`config.mk`:
```
export PLATFORM = sky130hd
export DESIGN_NAME = gpio_irq_trig
export DESIGN_NICKNAME = d
export VERILOG_FILES = /design/src/rtl/gpio_irq_trig.sv
export SDC_FILE = /design/constraint.sdc
export NUM_CORES = 1
export LEC_CHECK = 0
export ABC_AREA = 1
export BUFFER_PORTS_ARGS = -buffer_cell sky130_fd_sc_hd__buf_2
export CORE_MARGIN = 2
export CORE_UTILIZATION = 43
export CTS_CLUSTER_DIAMETER = 30
export DETAILED_ROUTE_END_ITERATION = 8
export PLACE_DENSITY = 0.77
export SETUP_SLACK_MARGIN = 0.15
export SLEW_MARGIN = 20
export SYNTH_ARGS = -nofsm -noshare
export SYNTH_HDL_FRONTEND = slang
export SYNTH_SLANG_ARGS = --single-unit
```
`constraint.sdc`:
```
create_clock -name clk -period 0.8 [get_ports clk]
set_input_delay 0.04 -clock clk [delete_from_list [all_inputs] [get_ports clk]]
set_output_delay 0.04 -clock clk [all_outputs]
set_load 0.02 [all_outputs]
```
`src/rtl/gpio_irq_trig.sv`:
```
module gpio_irq_trig #(
  parameter int NPIN   = 40,
  parameter int WORD_W = 32,
  localparam int NW    = (NPIN + WORD_W - 1) / WORD_W,
  localparam int PADW  = NW * WORD_W
) (
  input  logic              clk,
  input  logic              rst_n,
  input  logic [NPIN-1:0]   pin_lvl,
  input  logic [NPIN-1:0]   trig_lvl,
  input  logic [NPIN-1:0]   trig_inv,
  input  logic [NW-1:0]     sts_we,
  input  logic [NW-1:0]     en_we,
  input  logic [WORD_W-1:0] wdata,
  output logic [PADW-1:0]   sts_word,
  output logic [PADW-1:0]   en_word,
  output logic              irq
);

  logic [NPIN-1:0] prev_q, rise, fall, evt;
  logic            primed_q;
  logic [PADW-1:0] valid, evt_pad, clr, en_nxt, sts_q, en_q;
  logic            irq_q;

  genvar gi;
  generate
    for (gi = 0; gi < PADW; gi++) begin : g_valid
      assign valid[gi] = (gi < NPIN);
    end
  endgenerate

  assign rise = pin_lvl & ~prev_q & {NPIN{primed_q}};
  assign fall = ~pin_lvl & prev_q & {NPIN{primed_q}};
  assign evt  = (trig_lvl & ~(pin_lvl ^ trig_inv))
              | (~trig_lvl & ~trig_inv & rise)
              | (~trig_lvl &  trig_inv & fall);

  always_comb begin
    evt_pad = '0;
    evt_pad[NPIN-1:0] = evt;
    clr    = '0;
    en_nxt = en_q;
    for (int w = 0; w < NW; w++) begin
      if (sts_we[w]) clr[w*WORD_W +: WORD_W] = wdata;
      if (en_we[w])  en_nxt[w*WORD_W +: WORD_W] = wdata;
    end
    en_nxt = en_nxt & valid;
  end

  always_ff @(posedge clk or negedge rst_n) begin
    if (!rst_n) begin
      prev_q   <= '0;
      primed_q <= 1'b0;
      sts_q    <= '0;
      en_q     <= '0;
      irq_q    <= 1'b0;
    end else begin
      prev_q   <= pin_lvl;
      primed_q <= 1'b1;
      sts_q    <= ((sts_q & ~clr) | evt_pad) & valid;
      en_q     <= en_nxt;
      irq_q    <= |(sts_q & en_q);
    end
  end

  assign sts_word = sts_q;
  assign en_word  = en_q;
  assign irq      = irq_q;


  sts_keep_chk: assert property (@(posedge clk) disable iff (!rst_n)
    ((~sts_q & $past(sts_q) & ~$past(clr)) == '0));


  lvl_set_chk: assert property (@(posedge clk) disable iff (!rst_n)
    $past(rst_n) |-> ((sts_q[NPIN-1:0] & $past(trig_lvl & ~(pin_lvl ^ trig_inv)))
                      == $past(trig_lvl & ~(pin_lvl ^ trig_inv))));


  irq_rise_chk: assert property (@(posedge clk) disable iff (!rst_n)
    (|(sts_q & en_q)) |=> irq);


  irq_mask_chk: assert property (@(posedge clk) disable iff (!rst_n)
    !(|(sts_q & en_q)) |=> !irq);

  generate
    for (gi = 0; gi < NW; gi++) begin : g_en_chk

      en_hold_chk: assert property (@(posedge clk) disable iff (!rst_n)
        !$past(en_we[gi]) |-> $stable(en_q[gi*WORD_W +: WORD_W]));
    end
  endgenerate

endmodule

```
After elaboration in Yosys (flattened, before gate mapping)
Index checks and enable logic that the tools add are counted.

storage, ports and cells
  register bits after elaboration = 122
  bits in latches = 0
  RAM bits = 0
  ROM bits = 0
  logic and storage cells = 30
  memories kept = 0

cells by class
  add/sub/neg operators = 0
  multipliers = 0
  divide/modulo/power cells = 0
  $lt $le $gt $ge = 0
  equality and inequality tests = 0
  shift-type cells = 0
  muxes and demuxes = 2
  bitwise gates (word level) = 21
  reductions and logical operators = 1

operators by type and width
  kind                 number
  40-bit bitwise AND   11
  40-bit NOT           6
  40-bit bitwise OR    3
  64-bit OR reduction  1
  40-bit bitwise XOR   1
  32-bit 2-to-1 mux    1
  8-bit 2-to-1 mux     1

Logic depth before layout (Yosys ltp)
Gate-level depths: netlist of run 1.

  word-level depth = 7
  mapped depth = 6

Least setup slack after synthesis of run 1
Ideal clock, no wire load.

  path type = reg-to-reg
  start = register en_q[22] (netlist: en_word[22])
  end = register irq_q (netlist: irq)
  library setup time = 0.119 ns
  arrival = 0.862 ns
  data required time = 0.681 ns
  slack = -0.181 ns
  stages on the path, launching flop included = 7
  buffers on the path = 0
  clock period less this slack = 0.981 ns
  cell sequence = dfrtp_1 > nand2_1 > nand2_1 > nor2_1 > nand3_1 > nor2_1 > nand2_1

between the ends
  longest elaborated chain between the ends = 2

RTL lines
  what                    line  text
  start, declared         22    logic [PADW-1:0] valid, evt_pad, clr, en_nxt, sts_q, en_q;
  start signal, assigned  61    en_q <= en_nxt;
  40-bit bitwise AND      62    irq_q <= |(sts_q & en_q);
  64-bit OR reduction     62
  end signal, assigned    62
  end, declared           23    logic irq_q;

Every way passes these cells.
A chain may end at the register's enable or synchronous reset.

Worst setup path in the final report of run 1
  start = register primed_q
  end = register sts_q[4] (netlist: sts_word[4])

between the ends
  longest elaborated chain between the ends = 5

RTL lines
  what                    line  text
  start, declared         21    logic primed_q;
  start signal, assigned  53    primed_q <= 1'b0;
  start signal, assigned  59    primed_q <= 1'b1;
  40-bit bitwise AND      32    assign rise = pin_lvl & ~prev_q & {NPIN{primed_q}};
  40-bit bitwise AND      35    | (~trig_lvl & ~trig_inv & rise)
  40-bit bitwise OR       35
  40-bit bitwise OR *     36    | (~trig_lvl & trig_inv & fall);
  40-bit bitwise OR *     60    sts_q <= ((sts_q & ~clr) | evt_pad) & valid;
  end signal, assigned    60
  end, declared           22

Every way passes the cells marked *; elsewhere a longest branch is shown, timed or not.

==> metrics.md, run 1 <==
| Metric | Value |
|---|---|
| Status | `complete, but fails checks` |
| Failing checks | `hold timing, setup timing` |
| Initial Util | `44.4%` |
| DP HPWL | `14300 microns` |
| Reg clk slew, reported paths | `0.06 ns` |
| Worst Path Required | `1.14 ns` |
| CP Capture Point | `sts_word[4]` |
| Die Height | `127 microns` |
| Reg2reg end | `sts_word[4]` |
| Ports | `287` |
| Initial antenna violation count | `1` |
| Area after DPL | `8420 sq um` |
| Slew HR | `56.0%` |
| CTS tree | `built` |
| Most frequent cells in the layout | `188 x nand2_1, 182 x buf_6, 156 x buf_2, 111 x dlygate4sd3_1, 90 x inv_1` |
| # setup viols final | `160` |
| # DRC | `0` |
| Root Buffer | `clkbuf_16` |
| F_max | `0.832 GHz` |
| Share of layout cells above drive strength 1 | `46.0%` |
| Final hold slack | `-0.0277 ns` |
| Crit path DAT | `1.54 ns` |
| Pleak | `5.80 nW` |
| Critical path launch point | `primed_q` |
| Nets@finish | `1431` |
| Row Count | `44` |
| Cell taking the most area after synthesis | `dfrtp_1` |
| Bufs on Longest Clock Path | `2` |
| DR WL/cell | `18.1 microns` |
| Period utilization | `150%` |
| Die area | `16100 sq um` |
| Hold Fails Final Rpt | `18` |
| Initial DRC Count | `535` |
| Largest net degree at the start of global routing | `60` |
| Final Cell Area | `11700 sq um` |
| Reg2Reg Setup Slack | `-0.40 ns` |
| First-pass GRT wire length | `39900 microns` |
| RSZ-0062 raised after global routing | `yes` |
| Worst Hold Class | `input pin to flop` |
| Yosys cell types | `17` |
| Later-pin clock latency in the skew report | `0.41 ns` |
| VDD IR max | `0.00133 V` |
| CTS sink count | `122` |
| Number of I/O port buffers | `238` |
| Post-synth top area share | `47.0%` |
| R2r worst-path depth | `6` |
| Die Wd | `127 microns` |
| Critical path type | `flop to flop` |
| Syn_area_per_cell | `8.19 sq um` |
| Synth top area cells | `dfrtp_1 47%, nand2_1 11%, nand3_1 6.3%` |
| Synthesized area | `6490 sq um` |
| Syn Inst Count | `793` |
| Flip-flop and latch count after synthesis | `122` |
| Total iterations of the first detailed-routing run | `5` |
| Core area | `14600 sq um` |
| Vias in the first global route | `8004` |
| Final Slew Violations | `0` |
| Total GRT Usage | `31.8%` |
| Final core occ | `79.8%` |
| WL final | `26700 microns` |
| GR Overflow Total | `0` |
| Area growth from synthesis to layout | `79.8%` |
| Commonest non-fill, non-tap cell in the layout | `nand2_1` |
| CP Launch Type | `flop` |
| Min Tclk post-route | `1.20 ns` |
| Setup crit end kind | `flop` |
| Crit path max fanout | `8` |
| Power per cell area | `1820 nW/um^2` |
| Post-route setup TNS | `-40.24 ns` |
| Vias post-DR | `7631` |
| Register area share after synthesis | `47.0%` |
| Routability cong. | `0.846` |
| Slew @ Worst Pin | `0.660 ns` |
| Final ANT Viol Nets | `0` |
| CTS buffer count | `17` |
| Maximum Capacitance Violations | `0` |
| Vias per cell | `5.19` |
| Worst Clk Skew | `0.00867 ns` |
| Reg2reg start | `primed_q` |
| Final WS setup | `-0.402 ns` |
| Synth Warn # | `0` |
| H-tree depth | `4` |
==> cell usage after synthesis <==
| library cell | instances |
|---|---|
| or2_2 | 40 |
| conb_1 | 2 |
| o21ai_0 | 56 |
| nand3_1 | 82 |
| mux2_2 | 24 |
| inv_1 | 90 |
| nand2_1 | 191 |
| nor3_2 | 30 |
| clkbuf_2 | 1 |
| dfrtp_1 | 122 |
| nor3_1 | 10 |
| a21oi_1 | 16 |
| buf_2 | 1 |
| buf_4 | 52 |
| inv_2 | 1 |
| buf_6 | 7 |
| nor2_1 | 68 |
==> layout make-up <==
| type | instances | area [sq um] |
|---|---|---|
| clock buffer | 25 | 505 |
| tap | 184 | 230 |
| timing repair buffer | 475 | 4310 |
| multi-input combinational | 566 | 3130 |
| clock inverter | 7 | 40.0 |
| sequential | 122 | 3110 |
| inverter | 91 | 344 |
| antenna | 1 | 2.50 |
| fill | 787 | 2960 |
==> metal layers <==
layer | routed length, microns | vias up | GRT usage, %
li1 | - | 3402 | -
met1 | 9200 | 3656 | 32.8
met2 | 14200 | 454 | 59.0
met3 | 2100 | 119 | 7.59
met4 | 1180 | 0 | 17.6
met5 | 0 | - | 0
==> cells by family after synthesis <==
| logic type | share of synthesized area, % |
|---|---|
| buf+inv | 12.6 |
| compound gates | 5.55 |
| other cells | 0.116 |
| simple gates | 30.5 |
| flops | 47.0 |
| mux | 4.16 |
==> state kept, by name, indices dropped and copies added, names as in the netlist <==
register / flops
irq: 1
primed_q: 1
en_word: 40
sts_word: 40
prev_q: 40
==> critical path, cell delays in order (launching register included) <==
cell and delay, ns:
dfrtp_1 0.38, inv_4 0.09, buf_12 0.14, buf_16 0.14, nor3_2 0.16, nand2_1 0.08, nand3_1 0.13
==> worst min path at each step <==
stage            startpoint  slack, ns           end  depth (start not counted)
6_report        trig_inv[3]      -0.03   sts_word[3]                          4
5_1_grt         trig_inv[9]      -0.01   sts_word[9]                          4
4_1_cts        trig_inv[20]      -0.05  sts_word[20]                          4
3_5_place_dp          rst_n      -0.12    prev_q[29]                          1
3_3_place_gp          rst_n      -0.12    prev_q[29]                          1
2_1_floorplan         rst_n      -0.26    en_word[0]                          0
==> through the flow <==
step	setup slack, ns	power, mW	cells
after floorplan	-0.158	9.56	840
after global placement	-0.451	11.5	1284
after detailed placement	-0.498	11.6	1284
after CTS	-0.334	20.5	1454
after global routing	-0.465	22.1	1471
final	-0.402	21.2	1471
==> what timing repair did <==
item,CTS,global route
cloned,4,0
pin swaps,10,8
buffers inserted,23,16
hold buffers,111,1
setup endpoints to repair,162,177
gates resized for setup,287,58
endpoints found under the hold margin,242,7
==> power by group <==
| part | leakage [nW] | switching, mW | internal, mW |
|---|---|---|---|
| sequential | 1.33 | 0.431 | 6.79 |
| combinational | 4.20 | 3.33 | 3.50 |
| clock | 0.269 | 2.80 | 4.34 |
| total | 5.80 | 6.56 | 14.6 |
Note: power is estimated with default switching activity, not from simulation.
==> run 2: changes to the inputs <==
CORE_UTILIZATION = 52   (was 43)
PLACE_DENSITY = 0.87   (was 0.77)
clock period = 1.5 ns   (was 0.8 ns; I/O delays follow)
==> metrics.md, run 2 (synthesis gave the netlist of run 1 again) <==
| Metric | Value |
|---|---|
| Reg clk slew, reported paths | `0.05 ns (was 0.06 ns)` |
| Final ANT Viol Nets | `0 (unchanged)` |
| Crit path cell chain | `nand2_1 -> nand2_1 -> nor2_1 -> nand3_1 -> nor2_2 -> nand2_1 (was inv_4 -> buf_12 -> buf_16 -> nor3_2 -> nand2_1 -> nand3_1)` |
| Worst Hold Class | `input pin to flop (unchanged)` |
| Initial antenna violation count | `0 (was 1)` |
| Vias per cell | `5.35 (was 5.19)` |
| CTS sink count | `122 (unchanged)` |
| Dpl cells | `1192 (was 1284)` |
| Bufs on Longest Clock Path | `2 (unchanged)` |
| GR Overflow Total | `0 (unchanged)` |
| Later-pin clock latency in the skew report | `0.41 ns (about the same)` |
| WL final | `23000 microns (was 26700 microns)` |
| Crit path max fanout | `3 (was 8)` |
| Slowest-stage cell, CP | `dfrtp_1 (unchanged)` |
| Critical path type | `flop to flop (unchanged)` |
| Power per cell area | `1130 nW/um^2 (was 1820 nW/um^2)` |
| Routability cong. | `0.825 (was 0.846)` |
| Maximum Capacitance Violations | `0 (unchanged)` |
| Nets@finish | `1318 (was 1431)` |
| Initial DRC Count | `496 (was 535)` |
| Worst Path Required | `1.80 ns (was 1.14 ns)` |
| VDD IR max | `0.00107 V (was 0.00133 V)` |
| Ports | `287 (unchanged)` |
| Final Slew Violations | `0 (unchanged)` |
| H-tree depth | `4 (unchanged)` |
| Root Buffer | `clkbuf_16 (unchanged)` |
| Vias post-DR | `7182 (was 7631)` |
| Largest net degree at the start of global routing | `41 (was 60)` |
| Post-route setup TNS | `0 ns (was -40.24 ns)` |
| # DRC | `0 (unchanged)` |
| Wire length on met2 | `11600 microns (was 14200 microns)` |
| CP peak stage delay | `0.41 ns (was 0.38 ns)` |
| # setup viols final | `0 (was 160)` |
| Vias in the first global route | `7608 (was 8004)` |
| CTS buffer count | `17 (unchanged)` |
| Wire length on met3 | `2220 microns (was 2100 microns)` |
| Most used cell along the critical path | `nand2_1` |
| Core area | `12100 sq um (was 14600 sq um)` |
| Total iterations of the first detailed-routing run | `8 (was 5)` |
| DR WL/cell | `17.1 microns (was 18.1 microns)` |
| Setup crit end kind | `flop (unchanged)` |
| CTS tree | `built (unchanged)` |
| Crit path DAT | `1.49 ns (was 1.54 ns)` |
| DP HPWL | `12900 microns (was 14300 microns)` |
| F_max | `0.840 GHz (was 0.832 GHz)` |
| Row Count | `40 (was 44)` |
| Most frequent cells in the layout | `237 x buf_2, 191 x nand2_1, 122 x dfrtp_1, 117 x dlygate4sd3_1, 90 x inv_1 (was 188 x nand2_1, 182 x buf_6, 156 x buf_2, 111 x dlygate4sd3_1, 90 x inv_1)` |
| Die Wd | `116 microns (was 127 microns)` |
| CP Launch Type | `flop (unchanged)` |
| M1 wire length | `7690 microns (was 9200 microns)` |
| First-pass GRT wire length | `35600 microns (was 39900 microns)` |
| Top layer in use | `met4 (unchanged)` |
| Total GRT Usage | `34.7% (was 31.8%)` |
| Worst Clk Skew | `0.00846 ns (was 0.00867 ns)` |
| Commonest non-fill, non-tap cell in the layout | `buf_2 (was nand2_1)` |
| Pleak | `4.93 nW (was 5.80 nW)` |
| Share of layout cells above drive strength 1 | `31.7% (was 46.0%)` |
| Hold Fails Final Rpt | `0 (was 18)` |
| Area growth from synthesis to layout | `47.3% (was 79.8%)` |
| Initial Util | `53.6% (was 44.4%)` |
| Die Height | `116 microns (was 127 microns)` |
| Period utilization | `79.4% (was 150%)` |
| Die area | `13400 sq um (was 16100 sq um)` |
| Number of I/O port buffers | `238 (unchanged)` |
| Final cell count without fillers | `1342 (was 1471)` |
| RSZ-0062 raised after global routing | `no (was yes)` |
| Status | `finished, final reports clean (was complete, but fails checks)` |
| Min Tclk post-route | `1.19 ns (was 1.20 ns)` |
[run 2: cell type report]
type	count	area (sq um)
Tap cell	168	210
Sequential cell	122	3050
Clock buffer	27	553
Timing Repair Buffer	362	2480
Fill cell	707	2550
Inverter	91	342
Clock inverter	5	125
Antenna cell	1	2.50
Multi-Input combinational cell	566	2800
[run 2: worst paths after layout]
path                           endpoint  cells past startpoint  slack, ns         start
hold reg to reg            sts_word[14]                      2       0.52  sts_word[14]
max in group asynchronous    prev_q[14]                      3       0.85         rst_n
min in group asynchronous     prev_q[9]                      2       0.09         rst_n
hold / removal             sts_word[34]                      4       0.01  trig_inv[34]
setup reg to reg                    irq                      6       0.31  sts_word[32]
setup / recovery                    irq                      6       0.31  sts_word[32]
[run 2: where the power goes]
part	internal (mW)	total, mW	switching, mW
clock network	3.18	4.65	1.47
registers	3.60	3.83	0.232
logic	0.908	2.29	1.38
[run 2: critical path: cells and delay by family (launching register included)]
family        cells  cell delay [ns]
flops             1             0.41
simple gates      6             0.66
[run 2: what timing repair did]
item | CTS | global route
setup endpoints to repair | 0 | 1
setup buffers | 0 | 0
hold endpoints to repair | 240 | 0
hold buffers | 117 | 0
gates resized for setup | 0 | 1
[run 2: layer usage]
layer | global-route usage (%) | vias up
met4 | 25.0 | 0
met2 | 60.7 | 533
met3 | 9.99 | 157
met1 | 35.6 | 3328
met5 | 0 | -
li1 | - | 3164
[run 2: stage by stage]
step / worst slack, ns / total power [mW] / utilization, % / area, sq um / hold slack (ns)
2_1_floorplan: 0.519 / 5.06 / - / 6670 / -0.221
5_1_grt: 0.166 / 11.2 / 79.0 / 9560 / 0.0253
4_1_cts: 0.220 / 10.6 / 78.9 / 9560 / 0.000592
6_report: 0.310 / 10.8 / 79.0 / 9570 / 0.0127
3_3_place_gp: 0.215 / 5.73 / 63.7 / 7710 / -0.0119
3_5_place_dp: 0.219 / 5.79 / 63.7 / 7710 / -0.0165
